**src/rtl/refclk_handover_pkg.sv**
```systemverilog
package refclk_handover_pkg;

    typedef enum logic [1:0] {
        ST_IDLE      = 2'd0,
        ST_WAIT_XTAL = 2'd1,
        ST_SETTLE    = 2'd2,
        ST_WAIT_LOCK = 2'd3
    } seq_state_e;

    typedef enum logic {
        SYS_FROM_OSC = 1'b0,
        SYS_FROM_PLL = 1'b1
    } sys_src_e;

    typedef enum logic {
        REF_FROM_OSC  = 1'b0,
        REF_FROM_XTAL = 1'b1
    } pll_ref_e;

    // One-cycle actions decided by the next-state logic
    typedef struct packed {
        logic accept;
        logic park;
        logic swap;
        logic finish;
        logic fail;
        logic clr_cnt;
    } seq_act_t;

    localparam int SYNC_STAGES = 2;

    function automatic logic limit_hit(input logic [15:0] cnt, input logic [15:0] lim);
        return cnt == lim;
    endfunction

endpackage

```
**src/rtl/refclk_sync.sv**
```systemverilog
module refclk_sync #(
    parameter int WIDTH  = 2,
    parameter int STAGES = 2
) (
    input  logic             clk,
    input  logic             rst,
    input  logic [WIDTH-1:0] d_i,
    output logic [WIDTH-1:0] q_o
);
    logic [WIDTH-1:0] chain [STAGES];

    generate
        for (genvar s = 0; s < STAGES; s++) begin : g_stage
            always_ff @(posedge clk) begin
                if (rst) begin
                    chain[s] <= '0;
                end else if (s == 0) begin
                    chain[s] <= d_i;
                end else begin
                    chain[s] <= chain[(s == 0) ? 0 : s-1];
                end
            end
        end
    endgenerate

    assign q_o = chain[STAGES-1];
endmodule

```
**src/rtl/refclk_wait_ctr.sv**
```systemverilog
module refclk_wait_ctr #(
    parameter int W = 8
) (
    input  logic         clk,
    input  logic         rst,
    input  logic         clr_i,
    output logic [W-1:0] cnt_o
);
    localparam logic [W-1:0] CNT_MAX = {W{1'b1}};

    always_ff @(posedge clk) begin
        if (rst || clr_i) begin
            cnt_o <= '0;
        end else if (cnt_o != CNT_MAX) begin
            cnt_o <= cnt_o + 1'b1;
        end
    end
endmodule

```
**src/rtl/refclk_seq_fsm.sv**
```systemverilog
module refclk_seq_fsm
    import refclk_handover_pkg::*;
#(
    parameter int W          = 8,
    parameter int SETTLE_CYC = 5,
    parameter int LOCK_BLANK = 4
) (
    input  logic         clk,
    input  logic         rst,
    input  logic         start_i,
    input  logic         xtal_s_i,
    input  logic         lock_s_i,
    input  logic [W-1:0] lim_i,
    input  logic [W-1:0] cnt_i,
    output logic         clr_cnt_o,
    output logic         sys_src_o,
    output logic         pll_ref_o,
    output logic         busy_o,
    output logic         done_o,
    output logic         error_o
);
    localparam logic [W-1:0] SETTLE_LAST = W'(SETTLE_CYC - 1);
    localparam logic [W-1:0] BLANK_END   = W'(LOCK_BLANK);

    seq_state_e st_q, st_d;
    seq_act_t   act;
    sys_src_e   sys_q;
    pll_ref_e   ref_q;
    logic       done_q, err_q;
    logic       tmo;

    assign tmo = limit_hit(16'(cnt_i), 16'(lim_i));

    always_comb begin
        st_d = st_q;
        act  = '0;
        unique case (st_q)
            ST_IDLE: begin
                act.clr_cnt = 1'b1;
                if (start_i) begin
                    act.accept = 1'b1;
                    st_d       = ST_WAIT_XTAL;
                end
            end
            ST_WAIT_XTAL: begin
                if (xtal_s_i) begin
                    act.park    = 1'b1;
                    act.clr_cnt = 1'b1;
                    st_d        = ST_SETTLE;
                end else if (tmo) begin
                    act.fail = 1'b1;
                    st_d     = ST_IDLE;
                end
            end
            ST_SETTLE: begin
                if (cnt_i == SETTLE_LAST) begin
                    act.swap    = 1'b1;
                    act.clr_cnt = 1'b1;
                    st_d        = ST_WAIT_LOCK;
                end
            end
            ST_WAIT_LOCK: begin
                if (lock_s_i && cnt_i >= BLANK_END) begin
                    act.finish = 1'b1;
                    st_d       = ST_IDLE;
                end else if (tmo) begin
                    act.fail = 1'b1;
                    st_d     = ST_IDLE;
                end
            end
            default: st_d = ST_IDLE;
        endcase
    end

    always_ff @(posedge clk) begin
        if (rst) begin
            st_q   <= ST_IDLE;
            sys_q  <= SYS_FROM_PLL;
            ref_q  <= REF_FROM_OSC;
            done_q <= 1'b0;
            err_q  <= 1'b0;
        end else begin
            st_q   <= st_d;
            done_q <= act.finish;
            if (act.park)   sys_q <= SYS_FROM_OSC;
            if (act.finish) sys_q <= SYS_FROM_PLL;
            if (act.swap)   ref_q <= REF_FROM_XTAL;
            if (act.fail)        err_q <= 1'b1;
            else if (act.accept) err_q <= 1'b0;
        end
    end

    assign clr_cnt_o = act.clr_cnt;
    assign sys_src_o = sys_q;
    assign pll_ref_o = ref_q;
    assign busy_o    = (st_q != ST_IDLE);
    assign done_o    = done_q;
    assign error_o   = err_q;
endmodule

```
**src/rtl/refclk_handover_seq.sv**
```systemverilog
module refclk_handover_seq
    import refclk_handover_pkg::*;
#(
    parameter int TMO_W      = 8,
    parameter int SETTLE_CYC = 5,
    parameter int LOCK_BLANK = 4
) (
    input  logic             clk,
    input  logic             rst,
    input  logic             start_i,
    input  logic             xtal_ok_i,
    input  logic             pll_lock_i,
    input  logic [TMO_W-1:0] timeout_lim_i,
    output logic             sys_src_o,
    output logic             pll_ref_o,
    output logic             busy_o,
    output logic             done_o,
    output logic             error_o
);
    localparam int STAT_W = 2;

    logic [STAT_W-1:0] stat_s;
    logic [TMO_W-1:0]  wait_cnt;
    logic              clr_cnt;

    refclk_sync #(.WIDTH(STAT_W), .STAGES(SYNC_STAGES)) u_sync (
        .clk (clk),
        .rst (rst),
        .d_i ({pll_lock_i, xtal_ok_i}),
        .q_o (stat_s)
    );

    refclk_wait_ctr #(.W(TMO_W)) u_ctr (
        .clk   (clk),
        .rst   (rst),
        .clr_i (clr_cnt),
        .cnt_o (wait_cnt)
    );

    refclk_seq_fsm #(
        .W(TMO_W), .SETTLE_CYC(SETTLE_CYC), .LOCK_BLANK(LOCK_BLANK)
    ) u_fsm (
        .clk       (clk),
        .rst       (rst),
        .start_i   (start_i),
        .xtal_s_i  (stat_s[0]),
        .lock_s_i  (stat_s[1]),
        .lim_i     (timeout_lim_i),
        .cnt_i     (wait_cnt),
        .clr_cnt_o (clr_cnt),
        .sys_src_o (sys_src_o),
        .pll_ref_o (pll_ref_o),
        .busy_o    (busy_o),
        .done_o    (done_o),
        .error_o   (error_o)
    );
endmodule

```
**config.mk**
```make
export PLATFORM = sky130hd
export DESIGN_NAME = refclk_handover_seq
export DESIGN_NICKNAME = d
export VERILOG_FILES = /design/src/rtl/refclk_handover_pkg.sv /design/src/rtl/refclk_sync.sv /design/src/rtl/refclk_wait_ctr.sv /design/src/rtl/refclk_seq_fsm.sv /design/src/rtl/refclk_handover_seq.sv
export SDC_FILE = /design/constraint.sdc
export NUM_CORES = 1
export LEC_CHECK = 0
export ABC_CLOCK_PERIOD_IN_PS = 2600
export BUFFER_PORTS_ARGS = -buffer_cell sky130_fd_sc_hd__buf_2
export CORE_MARGIN = 4
export CORE_UTILIZATION = 52
export CTS_BUF_LIST = sky130_fd_sc_hd__clkbuf_16
export DETAILED_ROUTE_END_ITERATION = 7
export GPL_TIMING_DRIVEN = 1
export PLACE_DENSITY = 0.85
export SLEW_MARGIN = 20
export SYNTH_ARGS = -nofsm -noshare
export SYNTH_HDL_FRONTEND = slang
export SYNTH_HIERARCHICAL = 1
export SYNTH_SLANG_ARGS = --single-unit
```
**constraint.sdc**
```tcl
create_clock -name clk -period 2.6 [get_ports clk]
set_input_delay 0.26 -clock clk [delete_from_list [all_inputs] [get_ports clk]]
set_output_delay 0.26 -clock clk [all_outputs]
set_load 0.05 [all_outputs]
```
==> Word level (Yosys, flattened, before mapping) <==
Memories as Yosys holds them, arrays and structs flattened.
Cells that the tools add are included.
{ "classes": {"add_sub_neg": 1, "n_bitwise": 2, "n_reduce_logical": 7, "order_cmp": 1, "eq_ne": 8, "muxes": 26} }
{ "ops": {"columns": ["op", "count"], "rows": [
  ["$mux 1", 16],
  ["$mux 2", 7],
  ["$add 8x1->8 const B", 1],
  ["$eq 8x3->1 const B", 1],
  ["$eq 8x8->1", 1],
  ["$ge 8x3->1 const B", 1],
  ["$ne 8x8->1 const B", 1],
  ["$pmux 2 s4", 1],
  ["$eq 2x2->1 const B", 2],
  ["$reduce_bool 2->1", 2],
  ["$pmux 1 s3", 1],
  ["$eq 2x1->1 const B", 1],
  ["$logic_not 2->1", 1],
  ["$ne 2x1->1 const B", 1],
  ["$ne 2x2->1 const B", 1],
  ["$or 1x1->1", 2],
  ["$pmux 1 s2", 1],
  ["$reduce_and 2->1", 1],
  ["$reduce_or 2->1", 1],
  ["$logic_and 1x1->1", 1],
  ["$logic_or 1x1->1", 1]
]} }
{ "totals": {"ramBits": 4, "word_cells": 52, "input_bits": 13, "reg_bits": 14, "out_inout_bits": 5, "n_memories": 1} }
{ "memory_table": {"columns": ["memory", "words", "word_bits", "read_ports", "rd_ports_with_merged_regs", "wr", "line_no", "rtl"], "rows": [
  ["u_sync.chain", 2, 2, 2, 0, 2, "refclk_sync.sv:10", "logic [WIDTH-1:0] chain [STAGES];"]
]} }

==> Depth between registers and ports, before layout <==
Gate-level depths: netlist (run 1).
{ "depth": {"ltp_word": 5, "ltp_mapped": 6, "depth_no_buf": 5} }

==> By module <==
Netlist (run 1), hierarchy kept.
{ "modules_own_cells": {"columns": ["module", "n_inst", "cells_each", "area_each_um2", "seq_area_each_um2"], "rows": [
  ["refclk_wait_ctr", 1, 50, 422.9, 160.2],
  ["refclk_seq_fsm", 1, 46, 395.4, 120.1],
  ["refclk_sync", 1, 8, 105.1, 80.1]
]} }

==> Worst setup path after synthesis (run 1) <==
No wires, ideal clock.
{ "synth_timing": {"path_type": "reg-to-reg", "from": "reg u_ctr.cnt_o[4]", "to": "reg u_fsm.err_q, in the netlist u_fsm/error_o", "path_buffers": 0, "stages_incl_launch_ff": 5, "setup_time_ns": 0.088, "required_ns": 2.512, "arrival_time_ns": 1.781, "path_slack_ns": 0.730, "period_less_slack_ns": 1.870, "path_cell_list": "dfxtp_1 > or4_4 > o31a_1 > a2111o_1 > o32ai_2"} }
{ "synth_between": {"elab_chain_cells": 5, "word_cells_on_any_way": 9, "cone_classes": "order compare: 1; eq/ne: 1; mux: 5; reduce/logical: 2"} }
{ "synth_lines": {"columns": ["item", "line_no", "rtl"], "rows": [
  ["start: declaration", "refclk_wait_ctr.sv:7", "output logic [W-1:0] cnt_o"],
  ["start signal: assignment", "refclk_wait_ctr.sv:15", "cnt_o <= cnt_o + 1'b1;"],
  ["$ge 8x3->1 or $eq 8x8->1 (tied branches)", "refclk_seq_fsm.sv:63, refclk_handover_pkg.sv:33", null],
  ["$logic_and 1x1->1 or $mux 1 (tied branches)", "refclk_seq_fsm.sv:63, refclk_seq_fsm.sv:50, refclk_seq_fsm.sv:66", null],
  ["$mux 1 (on tied branches)", "refclk_seq_fsm.sv:63, refclk_seq_fsm.sv:46", null],
  ["$pmux 1 s2 *", "refclk_seq_fsm.sv:37", "unique case (st_q)"],
  ["$mux 1 or $reduce_bool 2->1 (tied branches)", null, null],
  ["end signal: assignment", "refclk_seq_fsm.sv:81", "err_q <= 1'b0;"],
  ["end signal: assignment", "refclk_seq_fsm.sv:88", "if (act.fail) err_q <= 1'b1;"],
  ["end signal: assignment", "refclk_seq_fsm.sv:89", "else if (act.accept) err_q <= 1'b0;"],
  ["end: declaration", "refclk_seq_fsm.sv:29", "logic done_q, err_q;"]
]} }
Every way passes the cells marked *; elsewhere a longest branch is shown, timed or not.
A chain may end at the register's enable or synchronous reset.

==> Worst setup path after layout (run 1) <==
{ "layout_timing": {"from": "reg u_ctr.cnt_o[2]", "to": "reg u_ctr.cnt_o[0]"} }
{ "layout_between": {"elab_chain_cells": 4, "word_cells_on_any_way": 5, "cone_classes": "eq/ne: 2; mux: 2; reduce/logical: 1"} }
{ "layout_lines": {"columns": ["item", "line_no", "rtl"], "rows": [
  ["$eq 8x3->1", "refclk_seq_fsm.sv:56", "if (cnt_i == SETTLE_LAST) begin"],
  ["$mux 1", "refclk_seq_fsm.sv:56", null],
  ["$pmux 1 s3", "refclk_seq_fsm.sv:37", null],
  ["via clr_cnt", "refclk_handover_seq.sv:24", "logic clr_cnt;"],
  ["$logic_or 1x1->1", "refclk_wait_ctr.sv:12", "if (rst || clr_i) begin"]
]} }
The timed path passes the listed nets, and every way through them passes these cells.

==> results of run 1 <==
layout make-up:
cell class | instances | area, sq um
clock buffer | 3 | 75.1
clock inverter | 1 | 3.75
fill | 137 | 500
inverter | 5 | 18.8
multi-input combinational | 77 | 520
sequential | 18 | 360
tap | 24 | 30.0
timing repair buffer | 17 | 85.1
power groups by stage:
| stage | logic [mW] | clock network (mW) | registers, mW |
|---|---|---|---|
| after global placement | 0.104 | 0 | 0.318 |
| after floorplan | 0.0725 | 0 | 0.322 |
| final | 0.108 | 0.303 | 0.314 |
| after CTS | 0.110 | 0.312 | 0.313 |
| after global routing | 0.119 | 0.325 | 0.317 |
| after detailed placement | 0.107 | 0 | 0.319 |
registers in the layout, indices dropped and copies added (netlist names):
signal           count
u_fsm/st_q           2
u_fsm/sys_src_o      1
u_ctr/cnt_o          8
u_fsm/done_o         1
u_sync/chain         4
u_fsm/error_o        1
u_fsm/pll_ref_o      1
kinds of logic after synthesis:
group,after synthesis,synth area share
and+or+nand+nor,45,0.291
DFF,18,0.390
adders and majority gates,1,0.0135
buffers and inverters,9,0.0461
xor gates and xnor gates,8,0.0759
AOI/OAI and AO/OA,23,0.183
routing by layer:
layer,vias to the layer above,global-route usage,wire length [um]
li1,422,-,-
met1,377,0.222,861
met2,43,0.235,827
met3,6,0.0651,162
met4,0,0.0968,56
met5,-,0,0
layout by cell type, fill, tap and decap left out, drive strengths merged:
cell and count:
dfxtp 18, buf 17, nor3 11, xnor2 8, a21oi 7, inv 5
nand3 5, nand4 5, nor2b 5, a31oi 4, nand2 4, clkbuf 3
and3 3, nor2 3, o21ai 3, a211oi 2, nand2b 2, o32ai 2
clkinv 1, or2 1, and4 1, a21boi 1, nor4 1, nor3b 1
ha 1, or4 1, or4b 1, o31a 1, a2111o 1, o41ai 1
o21bai 1, nor4b 1
through the flow:
step	util	worst slack (ns)	power, mW
2_1_floorplan	-	0.730	0.395
3_3_place_gp	0.637	0.665	0.422
3_5_place_dp	0.637	0.592	0.426
4_1_cts	0.686	0.514	0.735
5_1_grt	0.686	0.380	0.760
6_report	0.686	0.519	0.725
worst min path at each step:
stage                  startpoint                 end  cells past startpoint
3_3_place_gp   u_sync/chain[0][1]  u_sync/chain[1][1]                      1
4_1_cts                 xtal_ok_i  u_sync/chain[0][0]                      2
2_1_floorplan                 rst  u_sync/chain[0][0]                      1
5_1_grt                 xtal_ok_i  u_sync/chain[0][0]                      2
3_5_place_dp   u_sync/chain[0][1]  u_sync/chain[1][1]                      1
6_report                xtal_ok_i  u_sync/chain[0][0]                      2
==> impl_metrics.csv, run 1 <==
group,metric,value,unit
status,status,"finished clean",
power_and_ir_drop,comb_power_share,0.149,
global_route,antenna_found_initial,0,
critical_path,crit_type,"flip-flop to flip-flop",
sta,period_minus_slack,2.08,ns
route,detail_route.wl_per_cell,13.2,um
global_route,grt_usage,0.169,
clock_tree,clk_pin_slew,0.05,ns
power_and_ir_drop,p_sw,0.189,mW
cells_and_area,area_growth,18.4,%
placed_design,dp_hpwl,1330,um
critical_path,cp.depth,5,
synthesis,yosysTopAreaCell,"dfxtp_1",
sta,tns,0,ns
critical_path,crit_arrival,2.21,ns
critical_path,critPathTopFamily,"simple AND/OR/NAND/NOR gates",
floorplan,start_util,0.579,
critical_path,critical_path_required,2.73,ns
floorplan,io_pins,18,
clock_tree,cts_resized,0,
clock_tree,cts_hold_buf,0,
sta,period_share,0.800,
synthesis,synth_nets,118,
cells_and_area,drive_gt1_frac,0.231,
synthesis,synthTopCellsByArea,"dfxtp_1 (39%), xnor2_1 (7.6%), nor3_1 (4.9%)",
sta,tightest_slew,0.387,ns
route,vias_per_cell,5.85,
sta,final_max_slew_viol_count,0,
placed_design,placed_area,0.00101,sq mm
clock_tree,clock-root-buffer,"clkbuf_16",
sta,hold_slack,0.217,ns
synthesis,synth-edff-count,0,
synthesis,synthDistinctLibCells,34,
power_and_ir_drop,p_per_area,663,mW/mm^2
sta,finalSetupViolations,0,
route,wl,1910,um
synthesis,synthArstFlopShare,0,
placed_design,dpl.cell_count,141,
cells_and_area,postLayoutCellArea,0.00109,sq mm
synthesis,synthesis.area,923,sq um
job,maxCapViolations,0,
route,drt_iter0_markers,43,
synthesis,synth_common_cells,"dfxtp_1 (18), nor3_1 (9), xnor2_1 (8)",
route,route.detailed.drc,0,
sta,rsz0062_at_grt,"false",
power_and_ir_drop,peakVddDrop,466,uV
clock_tree,cts_made_buffers,3,
critical_path,crit_start,"u_ctr/cnt_o[2]",
floorplan,rows,14,
placed_design,place_congestion,0.837,
global_route,grt_start_max_net_pins,15,
power_and_ir_drop,p_int,0.536,mW
critical_path,r2r_start,"u_ctr/cnt_o[2]",
floorplan,die-area,0.00251,sq mm
critical_path,startpoint_type,"flip-flop",
critical_path,r2r_end,"u_ctr/cnt_o[0]",
critical_path,crit_chain,"or4b_2 -> nor3_1 -> nand2b_1 -> or2_2 -> nor3_1",
synthesis,ys_ff_latch,18,
critical_path,slowest_stage,"or4b_2",
power_and_ir_drop,clkPwrFrac,0.417,
critical_path,worstSetupEndpointType,"flip-flop",
sta,max_slew_margin,0.742,
floorplan,coreArea,0.00159,sq mm
sta,finalHoldViolations,0,
critical_path,r2r_slack,0.52,ns
sta,clock_skew,0.00333,ns
global_route,grt_first_pass_wirelength,3260,um
synthesis,post-synth-top-count-cell,"dfxtp_1",
clock_tree,cts_setup_buffers,0,
global_route,grt_pass1_vias,734,
clock_tree,cts_sinks,18,
floorplan,die-height,50.1,um
synthesis,yosysSeqAreaShare,0.390,
clock_tree,cts.path.max_buffers,2,
critical_path,critical_path_buf_inv_count,0,
clock_tree,clock_latency,0.25,ns
hold_path,min_path_type,"input port to flip-flop",
synthesis,synth_top_area_share,0.390,
cells_and_area,instances_no_fill,145,
cells_and_area,nets,136,
critical_path,ff2ff_path_depth,5,
placed_design,io_buffers,17,
critical_path,crit_fanout,12,
sta,fmax,481,MHz
clock_tree,h-tree-depth,1,
floorplan,die_w,50.1,um
global_route,overflow,0,
cells_and_area,diodes,0,
route,dr_total_vias,848,
route,firstDrtPassIters,4,
synthesis,postSynthAreaPerCell,8.88,sq um
power_and_ir_drop,p_sw_frac,0.261,
synthesis,yosysWarnings,6,
route,final_antenna_net_count,0,
power_and_ir_drop,pwr-share-seq,0.433,
synthesis,ys_dominant_reg_cell,"dfxtp_1",
clock_tree,cts_tree,"yes",
synthesis,netlist_instances,104,
critical_path,crit_top_cell,"nor3_1",
critical_path,crit_end,"u_ctr/cnt_o[0]",
critical_path,cpPeakStageDelay,0.65,ns
power_and_ir_drop,leakagePower,0.392,nW
Power figures use the tool's default switching activity.
==> run 2: changes to the inputs <==
--- a/config.mk
+++ b/config.mk
@@ -5,14 +5,14 @@
 export SDC_FILE = /design/constraint.sdc
 export NUM_CORES = 1
 export LEC_CHECK = 0
-export ABC_CLOCK_PERIOD_IN_PS = 2600
+export ABC_CLOCK_PERIOD_IN_PS = 1900
 export BUFFER_PORTS_ARGS = -buffer_cell sky130_fd_sc_hd__buf_2
 export CORE_MARGIN = 4
-export CORE_UTILIZATION = 52
+export CORE_UTILIZATION = 47
 export CTS_BUF_LIST = sky130_fd_sc_hd__clkbuf_16
 export DETAILED_ROUTE_END_ITERATION = 7
 export GPL_TIMING_DRIVEN = 1
-export PLACE_DENSITY = 0.85
+export PLACE_DENSITY = 0.81
 export SLEW_MARGIN = 20
 export SYNTH_ARGS = -nofsm -noshare
 export SYNTH_HDL_FRONTEND = slang
==> constraint.sdc (replaced) <==
create_clock -name clk -period 1.9 [get_ports clk]
set_input_delay 0.19 -clock clk [delete_from_list [all_inputs] [get_ports clk]]
set_output_delay 0.19 -clock clk [all_outputs]
set_load 0.05 [all_outputs]
==> run 2 against run 1 <==
  * Worst hold slack got worse by 0.064 ns
  * Fmax rose by 14%
  * Final cell count rose by 6.2%
  * Sequential share of layout area fell by 1.9 points
  * Flip-flop and latch count did not move
  * Highest routed layer unchanged
==> impl_metrics.csv, run 2 (synthesis results as in run 1) <==
group,metric,value,unit
sta,max_slew_margin,0.800,
clock_tree,cts_tree,"yes",
cells_and_area,largestRegisters,"u_ctr/cnt_o (8), u_sync/chain (4), u_fsm/st_q (2)",
critical_path,crit_type,"flip-flop to flip-flop",
clock_tree,cts_setup_buffers,0,
route,firstDrtPassIters,4,
hold_path,holdPathStages,2,
power_and_ir_drop,leakagePower,0.439,nW
clock_tree,cts_made_buffers,3,
sta,finalHoldViolations,0,
sta,period_minus_slack,1.82,ns
clock_tree,clock-root-buffer,"clkbuf_16",
sta,finalSetupViolations,0,
placed_design,dp_hpwl,1460,um
global_route,grtUsageMet3,0.0570,
floorplan,rows,15,
global_route,grtUsageMet2,0.298,
sta,tns,0,ns
global_route,grt.met1_usage,0.226,
critical_path,crit_arrival,1.98,ns
cells_and_area,final-seq-area,360,sq um
route,final_antenna_net_count,0,
route,route.detailed.drc,0,
cells_and_area,postLayoutCellArea,0.00116,sq mm
power_and_ir_drop,peakVddDrop,557,uV
cells_and_area,top_register,"u_ctr/cnt_o",
placed_design,place_congestion,0.894,
critical_path,critical_path_required,2.06,ns
route,vias_per_cell,5.78,
status,status,"finished clean",
cells_and_area,final_cell_mix,"dfxtp_1 (18), buf_2 (17), buf_4 (8), nor3_1 (8), xnor2_1 (8)",
sta,final_max_slew_viol_count,0,
sta,fmax,550,MHz
global_route,overflow,0,
floorplan,die_w,52.3,um
job,maxCapViolations,0,
floorplan,io_pins,18,
cells_and_area,area_growth,25.6,%
critical_path,r2r_slack,0.08,ns
global_route,grt_busiest_layer,"met2",
route,dr_total_vias,890,
clock_tree,clk_pin_slew,0.05,ns
sta,rsz0062_at_grt,"false",
clock_tree,cts_sinks,18,
global_route,grt_usage,0.184,
global_route,grt_pass1_vias,834,
route,drt_iter0_markers,38,
floorplan,coreArea,0.00180,sq mm
placed_design,io_buffers,17,
clock_tree,cts.path.max_buffers,2,
sta,period_share,0.958,
floorplan,die-area,0.00274,sq mm
cells_and_area,num-fill-cells,159,
critical_path,r2r_start,"u_ctr/cnt_o[4]",
route,detail_route.wl_per_cell,14.0,um
cells_and_area,diodes,0,
cells_and_area,drive_gt1_frac,0.287,
placed_design,placed_area,0.00108,sq mm
clock_tree,h-tree-depth,1,
critical_path,crit_fanout,3,
power_and_ir_drop,total_power,1.00,mW
global_route,grt_start_max_net_pins,15,
floorplan,start_util,0.513,
power_and_ir_drop,p_per_area,864,mW/mm^2
clock_tree,clock_latency,0.25,ns
critical_path,r2r_end,"u_fsm/error_o",
critical_path,worstSetupEndpointType,"flip-flop",
hold_path,min_from,"pll_lock_i",
cells_and_area,final_common_cell,"dfxtp_1",
cells_and_area,nets,144,
route,wl,2160,um
sta,tightest_slew,0.300,ns
hold_path,min_path_type,"input port to flip-flop",
critical_path,ff2ff_path_depth,4,
floorplan,die-height,52.3,um
hold_path,min_to,"u_sync/chain[0][1]",
global_route,antenna_found_initial,0,
cells_and_area,multi_input_area,526,sq um
sta,clock_skew,0.00168,ns
global_route,grt_first_pass_wirelength,3740,um
cells_and_area,largest_register_ffs,8,
critical_path,startpoint_type,"flip-flop",
## run 2: cell count changes in the layout (fill, tap and decap cells not counted), sizes merged
cell,change
buf,+8
## run 2: worst max-delay path by stage
stage | depth (start not counted) | startpoint | end
floorplan | 4 | u_ctr/cnt_o[4] | u_fsm/error_o
finish | 4 | u_ctr/cnt_o[4] | u_fsm/error_o
detailed placement | 4 | u_ctr/cnt_o[4] | u_fsm/error_o
global route | 4 | u_ctr/cnt_o[4] | u_fsm/error_o
global placement | 4 | u_ctr/cnt_o[4] | u_fsm/error_o
CTS | 4 | u_ctr/cnt_o[4] | u_fsm/error_o
## run 2: layout make-up
cell class	count	share of cell area
flip-flops and latches	18	0.311
multi-input cells	77	0.453
clock inverters	1	0.00324
well taps	25	0.0270
repair buffers	25	0.125
clock buffers	3	0.0647
inverters	5	0.0162
## run 2: critical path, cell delays in order (launching register included)
cell and delay (ns):
dfxtp_1 0.30, or4_4 0.55, o31a_1 0.27, a2111o_1 0.41, o32ai_2 0.20
## run 2: repair_timing
item                                    CTS  global route
gates resized for setup                   0             1
endpoints found under the setup margin    0             8
endpoints found under the hold margin     0             0
hold buffers                              0             0
## run 2: power breakdown
part	leakage, nW	total [mW]	switching [mW]	internal (mW)
Combinational	0.254	0.169	0.109	0.0601
Clock	0.0385	0.414	0.135	0.279
Sequential	0.147	0.419	0.0202	0.399
## run 2: layer usage
metal / share of wire / vias up
li1: - / 437
met1: 0.42 / 405
met3: 0.091 / 6
met4: 0.024 / 0
met2: 0.47 / 42
met5: 0 / -
## run 2: metrics by stage
stage	cells	hold slack [ns]	utilization	setup WS, ns
after floorplan	104	0.262	-	0.0304
after global placement	150	0.401	0.597	0.0990
after detailed placement	150	0.411	0.597	0.0625
after CTS	154	0.157	0.641	0.0445
after global routing	154	0.170	0.644	0.0405
final	154	0.153	0.644	0.0805
==> run 3: changes to the inputs <==
--- a/config.mk
+++ b/config.mk
@@ -5,14 +5,16 @@
 export SDC_FILE = /design/constraint.sdc
 export NUM_CORES = 1
 export LEC_CHECK = 0
+export ABC_AREA = 1
 export ABC_CLOCK_PERIOD_IN_PS = 1900
 export BUFFER_PORTS_ARGS = -buffer_cell sky130_fd_sc_hd__buf_2
 export CORE_MARGIN = 4
-export CORE_UTILIZATION = 47
+export CORE_UTILIZATION = 48
 export CTS_BUF_LIST = sky130_fd_sc_hd__clkbuf_16
 export DETAILED_ROUTE_END_ITERATION = 7
 export GPL_TIMING_DRIVEN = 1
-export PLACE_DENSITY = 0.81
+export MAX_ROUTING_LAYER = met4
+export PLACE_DENSITY = 0.82
 export SLEW_MARGIN = 20
 export SYNTH_ARGS = -nofsm -noshare
 export SYNTH_HDL_FRONTEND = slang
==> run 3 against run 2 <==
  * Final cell count is 29% higher
  * Via count is 6.6% higher
  * Power is 1.3% higher
  * Combinational power hardly changed
  * Die area is 3.2% higher
  * Worst setup slack better by 0.37 ns
  * Flip-flop and latch count stayed put
==> impl_metrics.csv, run 3 <==
group,metric,value,unit
status,status,"finished clean",
sta,period_minus_slack,1.45,ns
synthesis,synth_compound_area_frac,0.0742,
synthesis,synthDistinctLibCells,22,
sta,period_share,0.763,
power_and_ir_drop,total_power,1.01,mW
global_route,grt_start_max_net_pins,12,
power_and_ir_drop,comb_power_share,0.167,
route,detail_route.wl_per_cell,10.2,um
critical_path,r2r_slack,0.45,ns
synthesis,post_synth_fa_ha_maj_area_fraction,0.0128,
hold_path,min_path_type,"input port to flip-flop",
synthesis,netlist_instances,151,
synthesis,synth_top_family_by_area,"simple AND/OR/NAND/NOR gates",
route,wl,2030,um
route,route.detailed.drc,0,
critical_path,crit_arrival,1.65,ns
floorplan,coreArea,0.00194,sq mm
synthesis,ys_ff_latch,18,
sta,tns,0,ns
synthesis,synth_top_area_share,0.368,
route,firstDrtPassIters,4,
synthesis,synthesis.area,978,sq um
synthesis,synth_common_cells,"nand2_1 (39), nor2_1 (28), inv_1 (23)",
clock_tree,cts_made_buffers,3,
sta,tightest_slew,0.293,ns
synthesis,synthTopCellsByArea,"dfxtp_1 (37%), nand2_1 (15%), nor2_1 (11%)",
sta,finalHoldViolations,0,
route,drt_iter0_markers,22,
synthesis,yosys.area_share.simple,0.403,
synthesis,synth_xor_area_frac,0.0448,
critical_path,r2r_end,"u_ctr/cnt_o[2]",
clock_tree,clk_pin_slew,0.05,ns
cells_and_area,nets,187,
clock_tree,h-tree-depth,1,
clock_tree,cts_hold_buf,0,
hold_path,holdPathStages,3,
global_route,antenna_found_initial,0,
synthesis,synth_nets,165,
cells_and_area,top_register,"u_ctr/cnt_o",
global_route,grt_usage,0.172,
sta,fmax,689,MHz
power_and_ir_drop,clkPwrFrac,0.416,
cells_and_area,largestRegisters,"u_ctr/cnt_o (8), u_sync/chain (4), u_fsm/st_q (2)",
power_and_ir_drop,peakVddDrop,542,uV
clock_tree,clock_latency,0.25,ns
power_and_ir_drop,p_sw,0.279,mW
critical_path,crit_type,"flip-flop to flip-flop",
sta,max_slew_margin,0.805,
sta,finalSetupViolations,0,
cells_and_area,final_common_cell,"nand2_1",
cells_and_area,drive_gt1_frac,0.192,
synthesis,yosysTopAreaCell,"dfxtp_1",
floorplan,die-height,53.2,um
critical_path,crit_fanout,7,
hold_path,min_to,"u_sync/chain[0][1]",
route,dr_total_vias,949,
floorplan,io_pins,18,
cells_and_area,diodes,0,
clock_tree,cts_setup_buffers,0,
clock_tree,cts.path.max_buffers,2,
power_and_ir_drop,p_per_area,863,mW/mm^2
cells_and_area,largest_register_ffs,8,
critical_path,startpoint_type,"flip-flop",
route,vias_per_cell,4.77,
hold_path,min_from,"pll_lock_i",
sta,rsz0062_at_grt,"false",
power_and_ir_drop,leakagePower,0.546,nW
synthesis,synthArstFlopShare,0,
global_route,overflow,0,
sta,clock_skew,0.00101,ns
synthesis,synth-edff-count,0,
placed_design,io_buffers,17,
global_route,grt_first_pass_wirelength,3460,um
placed_design,dp_hpwl,1510,um
placed_design,place_congestion,0.879,
clock_tree,cts_tree,"yes",
job,maxCapViolations,0,
synthesis,yosys-mux-area-fraction,0,
power_and_ir_drop,p_int,0.735,mW
power_and_ir_drop,pwr-share-seq,0.417,
critical_path,r2r_start,"u_ctr/cnt_o[3]",
critical_path,critical_path_required,2.10,ns
clock_tree,clock-root-buffer,"clkbuf_16",
critical_path,ff2ff_path_depth,10,
sta,final_max_slew_viol_count,0,
floorplan,start_util,0.504,
floorplan,rows,16,
floorplan,die-area,0.00282,sq mm
synthesis,ys_dominant_reg_cell,"dfxtp_1",
synthesis,yosysWarnings,6,
clock_tree,cts_sinks,18,
route,final_antenna_net_count,0,
clock_tree,cts_resized,0,
critical_path,worstSetupEndpointType,"flip-flop",
floorplan,die_w,53.2,um
cells_and_area,final_cell_mix,"nand2_1 (39), nor2_1 (28), inv_1 (23)",
cells_and_area,area_growth,20.2,%
synthesis,yosysSeqAreaShare,0.368,
power_and_ir_drop,p_sw_frac,0.275,
synthesis,post-synth-top-count-cell,"nand2_1",
synthesis,postSynthAreaPerCell,6.48,sq um
global_route,grt_pass1_vias,870,
-- run 3: cell types whose count changed after synthesis, moves of 4 or more --
cell and change:
nand2_2 +4, nand2_1 +35, inv_1 +18, nand4_1 -4, nor3_1 -8, nor2b_1 -5, nor2_1 +25, nand3_1 +5
-- run 3: area by class of cell --
| class | count | area [sq um] |
|---|---|---|
| Clock buffer | 3 | 75.1 |
| Inverter | 25 | 95.1 |
| Clock inverter | 1 | 3.75 |
| Multi-Input combinational cell | 108 | 523 |
| Timing Repair Buffer | 17 | 85.1 |
| Tap cell | 27 | 33.8 |
| Fill cell | 185 | 766 |
| Sequential cell | 18 | 360 |
-- run 3: layer usage --
| layer | routed length, um | GRT usage | vias to the layer above |
|---|---|---|---|
| met3 | 137 | 0.0479 | 6 |
| met2 | 971 | 0.283 | 29 |
| met5 | 0 | - | - |
| li1 | - | - | 502 |
| met4 | 40 | 0.0851 | 0 |
| met1 | 881 | 0.192 | 412 |
-- run 3: how the worst max path moves through the flow --
stage	from	endpoint	slack (ns)
3_5_place_dp	u_ctr/cnt_o[3]	u_ctr/cnt_o[3]	0.54
6_report	u_ctr/cnt_o[3]	u_ctr/cnt_o[2]	0.45
2_1_floorplan	u_fsm/st_q[0]	u_ctr/cnt_o[2]	0.54
4_1_cts	u_ctr/cnt_o[3]	u_ctr/cnt_o[3]	0.47
3_3_place_gp	u_ctr/cnt_o[2]	u_ctr/cnt_o[2]	0.59
5_1_grt	u_ctr/cnt_o[3]	u_ctr/cnt_o[2]	0.31
-- run 3: kinds of logic after synthesis --
kind of cell | Yosys count
AOI/OAI and AO/OA | 13
xor gates and xnor gates | 5
adders and majority gates | 1
buffers and inverters | 25
DFF | 18
and+or+nand+nor | 89
-- run 3: power groups by stage --
stage               combinational [mW]  clock, mW  sequential, mW
floorplan                        0.123          0           0.426
global placement                 0.163          0           0.428
detailed placement               0.167          0           0.429
CTS                              0.169      0.423           0.422
global route                     0.191      0.446           0.426
finish                           0.169      0.422           0.423
-- run 3: critical path, stage by stage, from the launching register on --
cell and delay [ns]:
dfxtp_1 0.44, inv_1 0.09, nand2_1 0.08, nor3_2 0.04, nand3_1 0.11, nand3_1 0.14
nor2_4 0.21, inv_1 0.08, nor2_1 0.09, o21ai_1 0.06, inv_1 0.05
-- run 3: through the flow --
stage / setup WS, ns / utilization / area (sq um) / hold slack, ns / instances
after floorplan: 0.537 / - / 978 / 0.257 / 151
after global placement: 0.590 / 0.565 / 1100 / 0.388 / 195
after detailed placement: 0.536 / 0.565 / 1100 / 0.396 / 195
after CTS: 0.465 / 0.606 / 1180 / 0.145 / 199
after global routing: 0.311 / 0.606 / 1180 / 0.143 / 199
final: 0.450 / 0.606 / 1180 / 0.139 / 199
